--- config.mk ---
export PLATFORM = sky130hd
export DESIGN_NAME = fmseq_top
export DESIGN_NICKNAME = d
export VERILOG_FILES = /design/src/rtl/fmseq_pkg.sv /design/src/rtl/fmseq_delay.sv /design/src/rtl/fmseq_dhold.sv /design/src/rtl/fmseq_pc.sv /design/src/rtl/fmseq_fsm.sv /design/src/rtl/fmseq_top.sv
export SDC_FILE = /design/constraint.sdc
export NUM_CORES = 1
export LEC_CHECK = 0
export CORE_ASPECT_RATIO = 2
export CORE_UTILIZATION = 30
export CTS_BUF_LIST = sky130_fd_sc_hd__clkbuf_2 sky130_fd_sc_hd__clkbuf_4 sky130_fd_sc_hd__clkbuf_8
export CTS_CLUSTER_SIZE = 40
export DETAILED_ROUTE_END_ITERATION = 8
export GPL_ROUTABILITY_DRIVEN = 0
export PLACE_DENSITY = 0.6
export SYNTH_ARGS = -nofsm -noshare
export SYNTH_HDL_FRONTEND = slang
export SYNTH_HIERARCHICAL = 1
export SYNTH_SLANG_ARGS = --single-unit
--- constraint.sdc ---
create_clock -name clk -period 4.3 [get_ports clk]
set_clock_uncertainty 0.15 [all_clocks]
set_input_delay 0.86 -clock clk [delete_from_list [all_inputs] [get_ports clk]]
set_output_delay 0.86 -clock clk [all_outputs]
set_load 0.02 [all_outputs]
--- src/rtl/fmseq_pkg.sv ---
package fmseq_pkg;

    localparam int SZ_W = 2;

    typedef enum logic [2:0] {
        ST_IDLE   = 3'd0,
        ST_RUN    = 3'd1,
        ST_IRETRY = 3'd2,
        ST_IWAIT  = 3'd3,
        ST_DRETRY = 3'd4,
        ST_DWAIT  = 3'd5,
        ST_SWOUT  = 3'd6
    } seq_state_e;

    // A fetched operation needs the data port only when it is a real load/store
    function automatic logic needs_data(input logic is_mem, input logic is_pref);
        return is_mem && !is_pref;
    endfunction

endpackage

--- src/rtl/fmseq_delay.sv ---
module fmseq_delay #(
    parameter int CW = 16
) (
    input  logic          clk,
    input  logic          rst,
    input  logic          load_i,
    input  logic [CW-1:0] val_i,
    input  logic          clr_i,
    input  logic          dec_i,
    output logic          zero_o
);
    logic [CW-1:0] cnt_q;

    always_ff @(posedge clk) begin
        if (rst || clr_i)  cnt_q <= '0;
        else if (load_i)   cnt_q <= val_i;
        else if (dec_i)    cnt_q <= cnt_q - CW'(1);
    end

    assign zero_o = (cnt_q == '0);
endmodule

--- src/rtl/fmseq_dhold.sv ---
module fmseq_dhold #(
    parameter int W = 8
) (
    input  logic         clk,
    input  logic         rst,
    input  logic         cap_i,
    input  logic [W-1:0] d_i,
    output logic [W-1:0] q_o
);
    logic [W-1:0] q_q;

    always_ff @(posedge clk) begin
        if (rst)        q_q <= '0;
        else if (cap_i) q_q <= d_i;
    end

    assign q_o = q_q;
endmodule

--- src/rtl/fmseq_pc.sv ---
module fmseq_pc #(
    parameter int              AW         = 32,
    parameter logic [AW-1:0]   RESET_PC   = 'h100,
    parameter logic [AW-1:0]   FAULT_VEC  = 'h40,
    parameter int              INST_BYTES = 4
) (
    input  logic          clk,
    input  logic          rst,
    input  logic          adv_i,
    input  logic          fault_i,
    output logic [AW-1:0] pc_o
);
    localparam logic [AW-1:0] STEP_V = AW'(INST_BYTES);

    logic [AW-1:0] pc_q;

    always_ff @(posedge clk) begin
        if (rst)          pc_q <= RESET_PC;
        else if (fault_i) pc_q <= FAULT_VEC;
        else if (adv_i)   pc_q <= pc_q + STEP_V;
    end

    assign pc_o = pc_q;
endmodule

--- src/rtl/fmseq_fsm.sv ---
module fmseq_fsm
    import fmseq_pkg::*;
(
    input  logic       clk,
    input  logic       rst,
    input  logic       activate_i,
    input  logic       suspend_i,
    input  logic       swout_i,
    input  logic       dly_zero_i,
    input  logic       ireq_ready_i,
    input  logic       iretry_i,
    input  logic       irsp_valid_i,
    input  logic       fetch_fault_i,
    input  logic       op_mem_i,
    input  logic       op_prefetch_i,
    input  logic       op_fault_i,
    input  logic       dreq_ready_i,
    input  logic       dretry_i,
    input  logic       drsp_valid_i,
    output logic [2:0] state_o,
    output logic       ivalid_o,
    output logic       dfresh_o,
    output logic       dheld_o,
    output logic       dcap_o,
    output logic       dly_load_o,
    output logic       dly_clr_o,
    output logic       dly_dec_o,
    output logic       pc_adv_o,
    output logic       pc_fault_o,
    output logic       retire_o,
    output logic       err_o,
    output logic       ack_o
);
    seq_state_e st_q, st_d;
    logic       err_q, ack_q, err_set;

    always_comb begin
        st_d       = st_q;
        ivalid_o   = 1'b0;
        dfresh_o   = 1'b0;
        dheld_o    = 1'b0;
        dcap_o     = 1'b0;
        dly_load_o = 1'b0;
        dly_clr_o  = 1'b0;
        dly_dec_o  = 1'b0;
        pc_adv_o   = 1'b0;
        pc_fault_o = 1'b0;
        retire_o   = 1'b0;
        case (st_q)
            ST_IDLE: begin
                if (activate_i) begin
                    st_d       = ST_RUN;
                    dly_load_o = 1'b1;
                end
            end
            ST_RUN: begin
                if (swout_i) begin
                    st_d      = ST_SWOUT;
                    dly_clr_o = 1'b1;
                end else if (suspend_i) begin
                    st_d      = ST_IDLE;
                    dly_clr_o = 1'b1;
                end else if (!dly_zero_i) begin
                    dly_dec_o = 1'b1;
                end else if (fetch_fault_i) begin
                    pc_fault_o = 1'b1;
                    retire_o   = 1'b1;
                end else begin
                    ivalid_o = 1'b1;
                    st_d     = ireq_ready_i ? ST_IWAIT : ST_IRETRY;
                end
            end
            ST_IRETRY: begin
                if (iretry_i) begin
                    ivalid_o = 1'b1;
                    st_d     = ST_IWAIT;
                end
            end
            ST_IWAIT: begin
                if (irsp_valid_i) begin
                    if (op_fault_i) begin
                        pc_fault_o = 1'b1;
                        retire_o   = 1'b1;
                        st_d       = ST_RUN;
                    end else if (needs_data(op_mem_i, op_prefetch_i)) begin
                        dfresh_o = 1'b1;
                        dcap_o   = 1'b1;
                        st_d     = dreq_ready_i ? ST_DWAIT : ST_DRETRY;
                    end else begin
                        pc_adv_o = 1'b1;
                        retire_o = 1'b1;
                        st_d     = ST_RUN;
                    end
                end
            end
            ST_DRETRY: begin
                if (dretry_i) begin
                    dheld_o = 1'b1;
                    st_d    = ST_DWAIT;
                end
            end
            ST_DWAIT: begin
                if (drsp_valid_i) begin
                    pc_adv_o = 1'b1;
                    retire_o = 1'b1;
                    st_d     = ST_RUN;
                end
            end
            ST_SWOUT: begin
                st_d = ST_SWOUT;
            end
            default: st_d = ST_IDLE;
        endcase
    end

    assign err_set = (irsp_valid_i && st_q != ST_IWAIT) ||
                     (drsp_valid_i && st_q != ST_DWAIT);

    always_ff @(posedge clk) begin
        if (rst) begin
            st_q  <= ST_IDLE;
            err_q <= 1'b0;
            ack_q <= 1'b0;
        end else begin
            st_q  <= st_d;
            err_q <= err_q | err_set;
            ack_q <= swout_i;
        end
    end

    assign state_o = st_q;
    assign err_o   = err_q;
    assign ack_o   = ack_q;
endmodule

--- src/rtl/fmseq_top.sv ---
module fmseq_top
    import fmseq_pkg::*;
#(
    parameter int            AW         = 32,
    parameter int            DW         = 32,
    parameter int            CW         = 16,
    parameter logic [AW-1:0] RESET_PC   = 'h100,
    parameter logic [AW-1:0] FAULT_VEC  = 'h40,
    parameter int            INST_BYTES = 4
) (
    input  logic            clk,
    input  logic            rst,
    input  logic            activate_i,
    input  logic [CW-1:0]   delay_i,
    input  logic            suspend_i,
    input  logic            swout_i,
    output logic            swout_ack_o,
    output logic            ireq_valid_o,
    input  logic            ireq_ready_i,
    output logic [AW-1:0]   ireq_addr_o,
    input  logic            iretry_i,
    input  logic            irsp_valid_i,
    input  logic            fetch_fault_i,
    input  logic            op_mem_i,
    input  logic            op_prefetch_i,
    input  logic            op_store_i,
    input  logic            op_fault_i,
    input  logic [AW-1:0]   op_addr_i,
    input  logic [SZ_W-1:0] op_size_i,
    input  logic [DW-1:0]   op_wdata_i,
    output logic            dreq_valid_o,
    input  logic            dreq_ready_i,
    output logic [AW-1:0]   dreq_addr_o,
    output logic [SZ_W-1:0] dreq_size_o,
    output logic            dreq_write_o,
    output logic [DW-1:0]   dreq_wdata_o,
    input  logic            dretry_i,
    input  logic            drsp_valid_i,
    output logic [AW-1:0]   pc_o,
    output logic [2:0]      state_o,
    output logic            retire_o,
    output logic            proto_err_o
);
    typedef struct packed {
        logic [AW-1:0]   addr;
        logic [SZ_W-1:0] size;
        logic            write;
        logic [DW-1:0]   wdata;
    } dreq_t;

    localparam int DREQ_W = $bits(dreq_t);

    dreq_t fresh, held, sel;
    logic  ivalid, dfresh, dheld, dcap;
    logic  dly_load, dly_clr, dly_dec, dly_zero;
    logic  pc_adv, pc_fault;

    assign fresh = '{addr: op_addr_i, size: op_size_i, write: op_store_i, wdata: op_wdata_i};

    fmseq_fsm u_fsm (
        .clk          (clk),
        .rst          (rst),
        .activate_i   (activate_i),
        .suspend_i    (suspend_i),
        .swout_i      (swout_i),
        .dly_zero_i   (dly_zero),
        .ireq_ready_i (ireq_ready_i),
        .iretry_i     (iretry_i),
        .irsp_valid_i (irsp_valid_i),
        .fetch_fault_i(fetch_fault_i),
        .op_mem_i     (op_mem_i),
        .op_prefetch_i(op_prefetch_i),
        .op_fault_i   (op_fault_i),
        .dreq_ready_i (dreq_ready_i),
        .dretry_i     (dretry_i),
        .drsp_valid_i (drsp_valid_i),
        .state_o      (state_o),
        .ivalid_o     (ivalid),
        .dfresh_o     (dfresh),
        .dheld_o      (dheld),
        .dcap_o       (dcap),
        .dly_load_o   (dly_load),
        .dly_clr_o    (dly_clr),
        .dly_dec_o    (dly_dec),
        .pc_adv_o     (pc_adv),
        .pc_fault_o   (pc_fault),
        .retire_o     (retire_o),
        .err_o        (proto_err_o),
        .ack_o        (swout_ack_o)
    );

    fmseq_delay #(.CW(CW)) u_delay (
        .clk   (clk),
        .rst   (rst),
        .load_i(dly_load),
        .val_i (delay_i),
        .clr_i (dly_clr),
        .dec_i (dly_dec),
        .zero_o(dly_zero)
    );

    fmseq_dhold #(.W(DREQ_W)) u_dhold (
        .clk  (clk),
        .rst  (rst),
        .cap_i(dcap),
        .d_i  (fresh),
        .q_o  (held)
    );

    fmseq_pc #(
        .AW        (AW),
        .RESET_PC  (RESET_PC),
        .FAULT_VEC (FAULT_VEC),
        .INST_BYTES(INST_BYTES)
    ) u_pc (
        .clk    (clk),
        .rst    (rst),
        .adv_i  (pc_adv),
        .fault_i(pc_fault),
        .pc_o   (pc_o)
    );

    // The program counter is itself the held fetch request
    assign ireq_valid_o = ivalid;
    assign ireq_addr_o  = pc_o;

    assign sel          = dheld ? held : fresh;
    assign dreq_valid_o = dfresh | dheld;
    assign dreq_addr_o  = sel.addr;
    assign dreq_size_o  = sel.size;
    assign dreq_write_o = sel.write;
    assign dreq_wdata_o = sel.wdata;
endmodule

# [Yosys cells after proc, flatten, opt, wreduce, memory -nomap -nowiden]
# Index checks and enable logic that the tools add are counted.
# Widths: inputs -> output; s select.
[classes] reduce_logical=12 n_eq_ne=15 shifts=0 magnitude_cmp=0 mux=55 div=0 n_bitwise=2 multipliers=0 add_sub_neg=2
[op_table] cell="$mux 67" count=1
[op_table] cell="$mux 1" count=34
[op_table] cell="$mux 3" count=11
[op_table] cell="$add 32x3->32 const B" count=1
[op_table] cell="$mux 16" count=2
[op_table] cell="$pmux 3 s7" count=1
[op_table] cell="$mux 9" count=2
[op_table] cell="$logic_not 16->1" count=1
[op_table] cell="$sub 16x1->16 const B" count=1
[op_table] cell="$ne 2x2->1 const B" count=5
[op_table] cell="$eq 3x3->1 const B" count=3
[op_table] cell="$reduce_and 7->1" count=1
[op_table] cell="$eq 3x2->1 const B" count=2
[op_table] cell="$pmux 1 s2" count=3
[op_table] cell="$ne 4x3->1 const B" count=1
[op_table] cell="$ne 4x4->1 const B" count=1
[op_table] cell="$reduce_bool 2->1" count=2
[op_table] cell="$eq 3x1->1 const B" count=1
[op_table] cell="$logic_and 1x1->1" count=3
[op_table] cell="$logic_not 3->1" count=1
[op_table] cell="$ne 3x2->1 const B" count=1
[op_table] cell="$ne 3x3->1 const B" count=1
[op_table] cell="$pmux 1 s3" count=1
[op_table] cell="$logic_or 1x1->1" count=2
[op_table] cell="other kinds (3)" count=4
[word_totals] latch_bits=0 romBits=0 word_cells=93 reg_bits=120 memories=0 ramBits=0 out_inout_bits=139 in_bits=98

# [Depth between registers and ports, before layout]
# Gate-level depths: netlist (run 1).
[logic_depth] depth_word=8 ltp_mapped=10 depth_no_buf=8

# [By module]
# The synthesis (run 1) kept the hierarchy.
[by_module_without_submodules] module="fmseq_dhold" seq_area_each_um2=1341.3 area_each_um2=2401.1 cells_each=216 n_inst=1
[by_module_without_submodules] module="fmseq_pc" seq_area_each_um2=600.6 area_each_um2=1511.4 cells_each=179 n_inst=1
[by_module_without_submodules] module="fmseq_top" seq_area_each_um2=0.0 area_each_um2=1137.3 cells_each=108 n_inst=1
[by_module_without_submodules] module="fmseq_delay" seq_area_each_um2=320.3 area_each_um2=875.8 cells_each=104 n_inst=1
[by_module_without_submodules] module="fmseq_fsm" seq_area_each_um2=100.1 area_each_um2=471.7 cells_each=63 n_inst=1

# [Worst setup path before layout (run 1)]
# Ideal clock, no wire load.
[synth_timing] path_type="input -> output" start="input op_prefetch_i" end="output dreq_valid_o" arrival_time_ns=1.776 required_time_ns=3.290 n_path_buf=1 setup_slack_ns=1.514 stages=4 cell_sequence="or3b_2 > nor2_1 > buf_4 > or2_1"
[synth_via] elab_chain_len=7
[synth_rtl] item="from (decl)" line="fmseq_top.sv:25" source="input logic op_prefetch_i,"
[synth_rtl] item="$logic_not 1->1" line="fmseq_pkg.sv:17" source="return is_mem && !is_pref;"
[synth_rtl] item="$logic_and 1x1->1" line="fmseq_pkg.sv:17"
[synth_rtl] item="$mux 1 (4 in a row)"
[synth_rtl] item="via dcap" line="fmseq_top.sv:54" source="logic ivalid, dfresh, dheld, dcap;"
[synth_rtl] item="$or 1x1->1" line="fmseq_top.sv:128" source="assign dreq_valid_o = dfresh | dheld;"
[synth_rtl] item="to (decl)" line="fmseq_top.sv:31" source="output logic dreq_valid_o,"
# The timed path passes the listed nets, and every way through them passes these cells.

# [Worst setup path in the final report (run 1)]
[layout_timing] start="register u_delay.cnt_q[4]" end="output retire_o"
[layout_via] elab_chain_len=5
[layout_rtl] item="from (decl)" line="fmseq_delay.sv:12" source="logic [CW-1:0] cnt_q;"
[layout_rtl] item="from (signal assigned)" line="fmseq_delay.sv:16" source="else if (load_i) cnt_q <= val_i;"
[layout_rtl] item="from (signal assigned)" line="fmseq_delay.sv:17" source="else if (dec_i) cnt_q <= cnt_q - CW'(1);"
[layout_rtl] item="$logic_not 16->1" line="fmseq_delay.sv:20" source="assign zero_o = (cnt_q == '0);"
[layout_rtl] item="via dly_zero" line="fmseq_top.sv:55" source="logic dly_load, dly_clr, dly_dec, dly_zero;"
[layout_rtl] item="$mux 1" line="fmseq_fsm.sv:63" source="end else if (!dly_zero_i) begin"
[layout_rtl] item="$mux 1" line="fmseq_fsm.sv:60" source="end else if (suspend_i) begin"
[layout_rtl] item="$mux 1" line="fmseq_fsm.sv:57" source="if (swout_i) begin"
[layout_rtl] item="$pmux 1 s3" line="fmseq_fsm.sv:49" source="case (st_q)"
[layout_rtl] item="to (decl)" line="fmseq_top.sv:41" source="output logic retire_o,"
# The timed path passes the listed nets, and every way through them passes these cells.

==> impl_results.md, run 1 <==
* Status: complete, no violations
* Cell taking the most area after synthesis: dfxtp_1
* Seq pwr share at 0.382
* Post-Synth XOR/XNOR Area at 0.02875
* Sw Share at 0.3198
* Hold Buf Count CTS at 0
* Endpoints failing hold at 0
* Post-place setup slack at 0.3107 ns
* Synth cell count leaders: dfxtp_1 (118), nor2_1 (97), mux2i_1 (71)
* Final wirelength at 17.97 mm
* Final hold slack at 0.3007 ns
* DR vias/cell at 4.834
* IO Port Bufs at 232
* Top_reg_cell synth: dfxtp_1
* Drt wl/cell at 15.74 um
* TritonRoute pass-1 iters at 6
* Final period util at 0.9206
* Core area at 20930 um^2
* Residual overflow from global routing at 0
* Number of flops mapped to enable cells by yosys at 0
* Total die area at 21950 um^2
* Mux contribution to synthesized area at 0.2425
* Worst Path Max Fanout at 5
* MaxCap Viol Count at 0
* Fill count at 2034
* Library cells used by synthesis at 58
* Multi-input combinational cell area at 3462 um^2
* Vias post-DR at 5520
* Gate Count Post-Synth at 670
* Row count at 75
* Most frequent cell after synthesis: dfxtp_1
* Post-layout min period at 3.958 ns
* Main combinational cell family by area after synthesis: multiplexers
* Clock power share at 0.311
* Die width at 105.3 um
* Syn-to-layout area delta at 42.13%
* Synth Area in Simple Gates at 0.1878
* TritonCTS clock tree: done
* Slew Limit Fails at 0
* CTS Buf Count at 17
* Comb power frac at 0.307
* Final setup fails at 0
* Worst-Margin Slew at 0.6793 ns
* Complex-gate fraction of the synthesized area at 0.07354
* Yosys warnings at 6
* PwrDens at 364.1 nW/um^2
* Clock buffer depth at 2
* CTS resizes at 0
* First-pass GRT wire length at 28.18 mm
* CP Launch Type: flop
* RSZ-0062 raised after global routing: no
* Seq cells post-synth at 118
* Antenna diodes at 0
* Initial core utilization at 0.3057
* Clk_lat worst skew at 0.44 ns
* Hold endpoint: u_fsm/err_o
* Total Routing Usage GR at 0.1652
* Die Ht at 208.5 um
* Clock-pin slew on the worst setup and hold paths at 0.08 ns
* IO Pins at 237
* Share of the yosys chip area belonging to registers at 0.3693
* Synthesized area at 6397 um^2
* Net Switching at 1.059 mW
* Achievable frequency at 252.6 MHz
* Worst Reg-to-Reg Cells at 7
* Reg2Reg Capture Point: u_pc/pc_o[23]
* Synth area leaders: dfxtp_1 (37%), mux2i_1 (11%), mux2_2 (8.4%), nor2_1 (5.7%), mux2_4 (4.7%)
* Number of global-route vias before repair at 5394
* Starting DRT DRC Count at 223
* Cell Int Power at 2.252 mW
* Setup repair bufs after CTS at 0
* Leakage at 3.067 nW
* DP HPWL at 13.52 mm
* Ratio of cells with drive above 1 in the final layout at 0.1569
* Largest net degree at the start of global routing at 64
* Share of the synthesized area in the top cell type at 0.3693
* Post-layout total power at 3.311 mW
* DRC viols at 0
* Hold path cells at 2
* WS Path Type: reg2out
* Worst EP required at 3.29 ns
* Root buf cell: clkbuf_8
* CP endpoint kind: output port
* Mean Syn Cell Area at 9.548 um^2
* Reg2Reg Setup Slack at 1.37 ns
* Final setup TNS at 0 ns
* Initial antenna violation count at 0
* Maximum level of the CTS H-tree at 4
* Final ANT Viol Nets at 0
* Adder-cell share of the synthesized area at 0.003912
* Asr flop ratio synth at 0
* Slew HR at 0.5354
* Reg area at 2362 um^2
* Clock Sinks at 118
* Worst Hold Class: reg2reg
* Worst IR Drop VDD at 0.2158 mV
* Final worst slack at 0.3415 ns
* Layout net count at 960
* Hold Path Origin: u_fsm/err_o
* Crit path DAT at 2.95 ns
* Reg-to-Reg Start: u_fsm/state_o[0]
==> placed cells by master, fill, tap and decap left out, types with 12 or more instances in the layout <==
master	count
nand3_1	12
mux2i_1	71
nor3_1	13
mux2_4	20
o21ai_0	18
nand2_1	15
mux2_2	48
xnor2_1	16
a21oi_1	27
buf_4	14
clkdlybuf4s50_1	231
dfxtp_1	118
clkbuf_8	20
nor2_1	95
nand4_1	15
==> power groups by stage <==
| stage | Clock, mW | Combinational, mW | Sequential (mW) |
|---|---|---|---|
| 2_1_floorplan | 0 | 0.655 | 1.26 |
| 3_3_place_gp | 0 | 1.01 | 1.29 |
| 3_5_place_dp | 0 | 1.02 | 1.29 |
| 4_1_cts | 1.08 | 1.03 | 1.26 |
| 5_1_grt | 1.12 | 1.10 | 1.28 |
| 6_report | 1.03 | 1.02 | 1.26 |
==> registers in the layout, indices dropped and copies added (netlist names) <==
name / flops
u_delay/cnt_q: 16
u_dhold/q_o: 67
u_fsm/ack_o: 1
u_fsm/err_o: 1
u_fsm/state_o: 3
u_pc/pc_o: 30
==> per-stage QoR <==
stage / utilization / instance area [um^2] / std cells
floorplan: - / 6401 / 671
global placement: 0.4150 / 8685 / 1110
detailed placement: 0.4150 / 8685 / 1110
CTS: 0.4345 / 9092 / 1142
global route: 0.4345 / 9092 / 1142
finish: 0.4345 / 9092 / 1142
==> kinds of logic after synthesis <==
family / Yosys count
buffers and inverters: 90
flip-flops: 118
other: 1
multiplexers: 139
adder cells (fa/ha/maj): 2
AND/OR/NAND/NOR: 222
XOR/XNOR: 21
AO/OA/AOI/OAI: 77
==> metal layers <==
metal,global-route usage,wire (um),vias up
li1,-,-,2737
met1,0.1600,6474,2570
met2,0.3156,10060,180
met3,0.03509,781,33
met4,0.09325,655,0
met5,0,0,-
==> worst max-delay path by stage <==
stage / startpoint / to / slack, ns / cells past startpoint
floorplan: op_prefetch_i / dreq_valid_o / 1.51 / 4
global placement: dretry_i / dreq_wdata_o[6] / 0.34 / 6
detailed placement: dretry_i / dreq_wdata_o[6] / 0.31 / 6
CTS: dretry_i / dreq_wdata_o[6] / 0.31 / 6
global route: u_delay/cnt_q[4] / retire_o / 0.13 / 6
finish: u_delay/cnt_q[4] / retire_o / 0.34 / 6
==> worst max-delay path, stage by stage (launching register included) <==
cell and delay [ns]:
dfxtp_1 0.36, nor4_2 0.51, nand4_1 0.21, nor3b_1 0.49, nand3_1 0.19, o221ai_1 0.11, clkdlybuf4s50_1 0.65
==> layout make-up <==
type | instances | share of cell area
timing repair buffer | 249 | 0.2730
inverter | 11 | 0.004541
tap | 269 | 0.03702
sequential | 118 | 0.2598
clock inverter | 11 | 0.01376
multi-input combinational | 463 | 0.3808
clock buffer | 21 | 0.03110
No activity file was read; power rests on OpenSTA's default activity.
==> run 2, diff against run 1 <==
--- a/config.mk
+++ b/config.mk
@@ -7,7 +7,7 @@
 export LEC_CHECK = 0
 export CORE_ASPECT_RATIO = 2
 export CORE_UTILIZATION = 30
-export CTS_BUF_LIST = sky130_fd_sc_hd__clkbuf_2 sky130_fd_sc_hd__clkbuf_4 sky130_fd_sc_hd__clkbuf_8
+export CTS_BUF_LIST = sky130_fd_sc_hd__clkbuf_4
 export CTS_CLUSTER_SIZE = 40
 export DETAILED_ROUTE_END_ITERATION = 8
 export GPL_ROUTABILITY_DRIVEN = 0
==> run 2 against run 1 <==
- count of clock-buffer cells in the layout decreased by 3
- critical path depth did not move
- via count decreased by 0.38%
- combinational power hardly changed
- clock power fell by 25%
- power fell by 7.7%
- register-to-register slack got worse by 0.05 ns
- routed wire length about the same
==> impl_results.md, run 2 (synthesis results as in run 1) <==
* Status: complete, no violations
* Final hold slack at 0.3153 ns
* Util after Layout at 0.4281
* Largest net degree at the start of global routing at 64
* Die Ht at 208.5 um
* Core area at 20930 um^2
* Hold Path Origin: u_fsm/err_o
* IO Port Bufs at 232
* DRC viols at 0
* Final ANT Viol Nets at 0
* Syn-to-layout area delta at 40.04%
* Slew Limit Fails at 0
* Crit path DAT at 3.01 ns
* Ratio of cells with drive above 1 in the final layout at 0.1535
* DP HPWL at 13.52 mm
* CP Launch Type: flop
* Cell Int Power at 2.029 mW
* Worst Hold Class: reg2reg
* DR vias/cell at 4.811
* Slew HR at 0.5381
* CTS Buf Count at 17
* First-pass GRT wire length at 28.18 mm
* Placed inst area at 8685 um^2
* Drt wl/cell at 15.71 um
* IO Pins at 237
* GRT Max-Usage Layer: met2
* Hold Buf Count CTS at 0
* Net Switching at 1.027 mW
* Vias post-DR at 5499
* MaxCap Viol Count at 0
* Total Routing Usage GR at 0.1646
* Worst Path Max Fanout at 5
* Achievable frequency at 248.6 MHz
* CP endpoint kind: output port
* Residual overflow from global routing at 0
* Hold path cells at 2
* Number of global-route vias before repair at 5399
* Worst Reg-to-Reg Cells at 6
* Setup repair bufs after CTS at 0
* WS Path Type: reg2out
* Layout net count at 960
* Clock-pin slew on the worst setup and hold paths at 0.11 ns
* Initial antenna violation count at 1
* GR Util met3 at 0.03415
* Final period util at 0.9354
* Worst EP required at 3.29 ns
* Root buf cell: clkbuf_4
* Final Cell Area at 8959 um^2
* Final setup TNS at 0 ns
* Clock Sinks at 118
* TritonRoute pass-1 iters at 4
* Seq pwr share at 0.413
* Fill count at 2058
* Row count at 75
* CTS resizes at 0
* Maximum level of the CTS H-tree at 4
* Post-layout min period at 4.022 ns
* PwrDens at 341.2 nW/um^2
* Endpoints failing hold at 0
* Worst IR Drop VDD at 0.2251 mV
* Met2 usage at 0.3167
* Grt met1 use at 0.1594
* Comb power frac at 0.333
* Hold endpoint: u_fsm/err_o
* Starting DRT DRC Count at 204
* Die width at 105.3 um
* Most frequent cells in the layout: clkdlybuf4s50_1 (231), dfxtp_1 (118), nor2_1 (95), mux2i_1 (71), mux2_2 (48)
* TritonCTS clock tree: done
* Initial core utilization at 0.3057
* Final setup fails at 0
* Reg2Reg Setup Slack at 1.32 ns
* Total die area at 21950 um^2
* Reg2Reg Capture Point: u_dhold/q_o[53]
* Reg-to-Reg Start: u_fsm/state_o[0]
* Most common cell after layout, fill and taps aside: clkdlybuf4s50_1
* Leakage at 3.007 nW
* Clk_lat worst skew at 0.52 ns
* RSZ-0062 raised after global routing: no
* Clock power share at 0.254
* Max reg flops at 67
* Clock buffer depth at 2
* Final wirelength at 17.96 mm
* Worst-Margin Slew at 0.6754 ns
* Sw Share at 0.3361
==> run 2: cell type report <==
cell class                      count  area, um^2  area share
Inverter                           11       41.29    0.004609
Multi-Input combinational cell    463        3462      0.3865
Clock inverter                     14       136.4     0.01522
Antenna cell                        1       2.502   0.0002793
Timing Repair Buffer              249        2482      0.2771
Tap cell                          269       336.6     0.03757
Sequential cell                   118        2362      0.2637
Clock buffer                       18       135.1     0.01508
==> run 2: per-stage QoR <==
stage	power [mW]	setup WS, ns	std cells
after floorplan	1.916	1.514	671
after global placement	2.302	0.3352	1110
after detailed placement	2.309	0.3107	1110
after CTS	3.115	0.2196	1142
after global routing	3.242	0.001261	1143
final	3.057	0.2776	1143
==> run 2: power groups by stage <==
stage               combinational [mW]  sequential, mW  clock [mW]
floorplan                        0.655            1.26           0
finish                            1.02            1.26       0.775
detailed placement                1.02            1.29           0
global route                      1.10            1.28       0.867
global placement                  1.01            1.29           0
CTS                               1.03            1.26       0.825
==> run 2: worst max-delay path by stage <==
stage / end / cells after the start / slack, ns / start
after global placement: dreq_wdata_o[6] / 6 / 0.34 / dretry_i
after detailed placement: dreq_wdata_o[6] / 6 / 0.31 / dretry_i
after global routing: retire_o / 6 / 0.001 / u_delay/cnt_q[4]
after floorplan: dreq_valid_o / 4 / 1.51 / op_prefetch_i
after CTS: retire_o / 6 / 0.22 / u_delay/cnt_q[4]
final: retire_o / 6 / 0.28 / u_delay/cnt_q[4]
==> run 2: layer usage <==
metal / routed length, um / vias up / share of wire
met4: 635 / 0 / 0.035
met1: 6566 / 2558 / 0.37
li1: - / 2743 / -
met5: 0 / - / 0
met2: 10060 / 170 / 0.56
met3: 697 / 28 / 0.039
==> run 2: critical path: stages (launching register included) <==
cell and delay [ns]:
dfxtp_1 0.37, nor4_2 0.48, nand4_1 0.21, nor3b_1 0.49, nand3_1 0.19, o221ai_1 0.11, clkdlybuf4s50_1 0.65
==> run 3, diff against run 2 <==
--- a/config.mk
+++ b/config.mk
@@ -12,6 +12,7 @@
 export DETAILED_ROUTE_END_ITERATION = 8
 export GPL_ROUTABILITY_DRIVEN = 0
 export PLACE_DENSITY = 0.6
+export RECOVER_POWER = 50
 export SYNTH_ARGS = -nofsm -noshare
 export SYNTH_HDL_FRONTEND = slang
 export SYNTH_HIERARCHICAL = 1
==> run 3 against run 2 <==
- the run now ends with capacitance limit, slew limit left
- clock power is essentially flat
- combinational power hardly changed
- critical path depth is the same
- count of clock-buffer cells in the layout is the same
- final area fell by 0.64%
- non-clock buffer count unchanged
- largest cell class unchanged
==> impl_results.md, run 3 (synthesis results as in run 1) <==
* Worst-Margin Slew at 1.547 ns
* DR vias/cell at 4.808
* DP HPWL at 13.52 mm
* Vias post-DR at 5496
* MaxCap Viol Count at 1
* Achievable frequency at 247.7 MHz
* Endpoints failing hold at 0
* PwrDens at 339.5 nW/um^2
* Most common cell after layout, fill and taps aside: clkdlybuf4s50_1
* Worst Path Max Fanout at 5
* Placed inst area at 8685 um^2
* DR WL met3 at 710 um
* Syn-to-layout area delta at 39.14%
* Reg-to-Reg Start: u_delay/cnt_q[4]
* Starting DRT DRC Count at 211
* Row count at 75
* Largest net degree at the start of global routing at 64
* Util after Layout at 0.4254
* Reg2Reg Setup Slack at 0.51 ns
* Hold Buf Count CTS at 0
* Final hold slack at 0.3164 ns
* Slew Limit Fails at 26
* DR WL met2 at 10.09 mm
* Layout net count at 960
* CTS Buf Count at 17
* Residual overflow from global routing at 0
* Die width at 105.3 um
* Worst IR Drop VDD at 0.2213 mV
* Clk_lat worst skew at 0.51 ns
* Clock Sinks at 118
* Worst Reg-to-Reg Cells at 8
* Die Ht at 208.5 um
* TritonCTS clock tree: done
* IO Port Bufs at 232
* DRC viols at 0
* Fill count at 2068
* Final setup fails at 0
* IO Pins at 237
* Initial antenna violation count at 1
* Core area at 20930 um^2
* CP endpoint kind: output port
* Maximum level of the CTS H-tree at 4
* Initial core utilization at 0.3057
* Final ANT Viol Nets at 0
* Drt wl/cell at 15.69 um
* Hold Path Origin: u_fsm/err_o
* Ratio of cells with drive above 1 in the final layout at 0.1420
* Total die area at 21950 um^2
* Final wirelength at 17.93 mm
* Hold endpoint: u_fsm/err_o
* CP Launch Type: flop
* First-pass GRT wire length at 28.18 mm
* CTS resizes at 0
* Crit path DAT at 3.03 ns
* Leakage at 3.197 nW
* Most frequent cells in the layout: clkdlybuf4s50_1 (163), dfxtp_1 (118), nor2_1 (96), mux2i_1 (71), dlygate4sd3_1 (68)
* Reg2Reg Capture Point: u_pc/pc_o[12]
* Status: complete, but fails checks
* Multi-input combinational cell area at 3416 um^2
* WS Path Type: reg2out
* Final period util at 0.9388
* Clock-pin slew on the worst setup and hold paths at 0.11 ns
* Worst Hold Class: reg2reg
* Failing checks: capacitance limit, slew limit
* Clock buffer depth at 2
* Setup repair bufs after CTS at 0
* Total Routing Usage GR at 0.1646
* Critical path origin: u_delay/cnt_q[4]
* Root buf cell: clkbuf_4
* Number of global-route vias before repair at 5399
* Top sig layer: met4
* Wl on met1 at 6.548 mm
* TritonRoute pass-1 iters at 6
* Max reg flops at 67
* Reg area at 2362 um^2
* Hold path cells at 2
* Post-layout min period at 4.037 ns
* RSZ-0062 raised after global routing: no
* Final Cell Area at 8901 um^2
* Worst EP required at 3.29 ns
* Final setup TNS at 0 ns
* Slew HR at -0.03114
==> run 3: how the worst max path moves through the flow <==
stage,endpoint
floorplan,dreq_valid_o
global placement,dreq_wdata_o[6]
detailed placement,dreq_wdata_o[6]
CTS,retire_o
global route,retire_o
finish,retire_o
==> run 3: stage by stage <==
| stage | instances | power (mW) | setup WS [ns] |
|---|---|---|---|
| floorplan | 671 | 1.916 | 1.514 |
| global placement | 1110 | 2.302 | 0.3352 |
| detailed placement | 1110 | 2.309 | 0.3107 |
| CTS | 1142 | 3.115 | 0.2196 |
| global route | 1143 | 3.209 | 0.002584 |
| finish | 1143 | 3.022 | 0.2633 |
==> run 3: layer usage <==
layer | vias to the layer above | GRT usage
li1 | 2746 | -
met1 | 2555 | 0.1594
met2 | 168 | 0.3167
met3 | 27 | 0.03415
met4 | 0 | 0.08888
met5 | - | 0
==> run 3: critical path, stage by stage (launching register included) <==
cell and delay, ns:
dfxtp_1 0.37, nor4_2 0.49, nand4_1 0.20, nor3b_1 0.50, nand3_1 0.20, o221ai_1 0.11
clkdlybuf4s50_1 0.65
==> run 3: final cells by class <==
cell class              instances  share of cell area
clock buffers                  18             0.01518
repair buffers                249              0.2776
flip-flops and latches        118              0.2654
inverters                      11            0.004639
well taps                     269             0.03781
clock inverters                14             0.01532
diodes                          1           0.0002811
multi-input cells             463              0.3838
==> run 3: power by group <==
part           switching (mW)  internal (mW)  leakage, nW
Clock                   0.430          0.344        0.133
Sequential             0.0999           1.16        0.954
Combinational           0.482          0.505         2.11
Total                    1.01           2.01         3.20
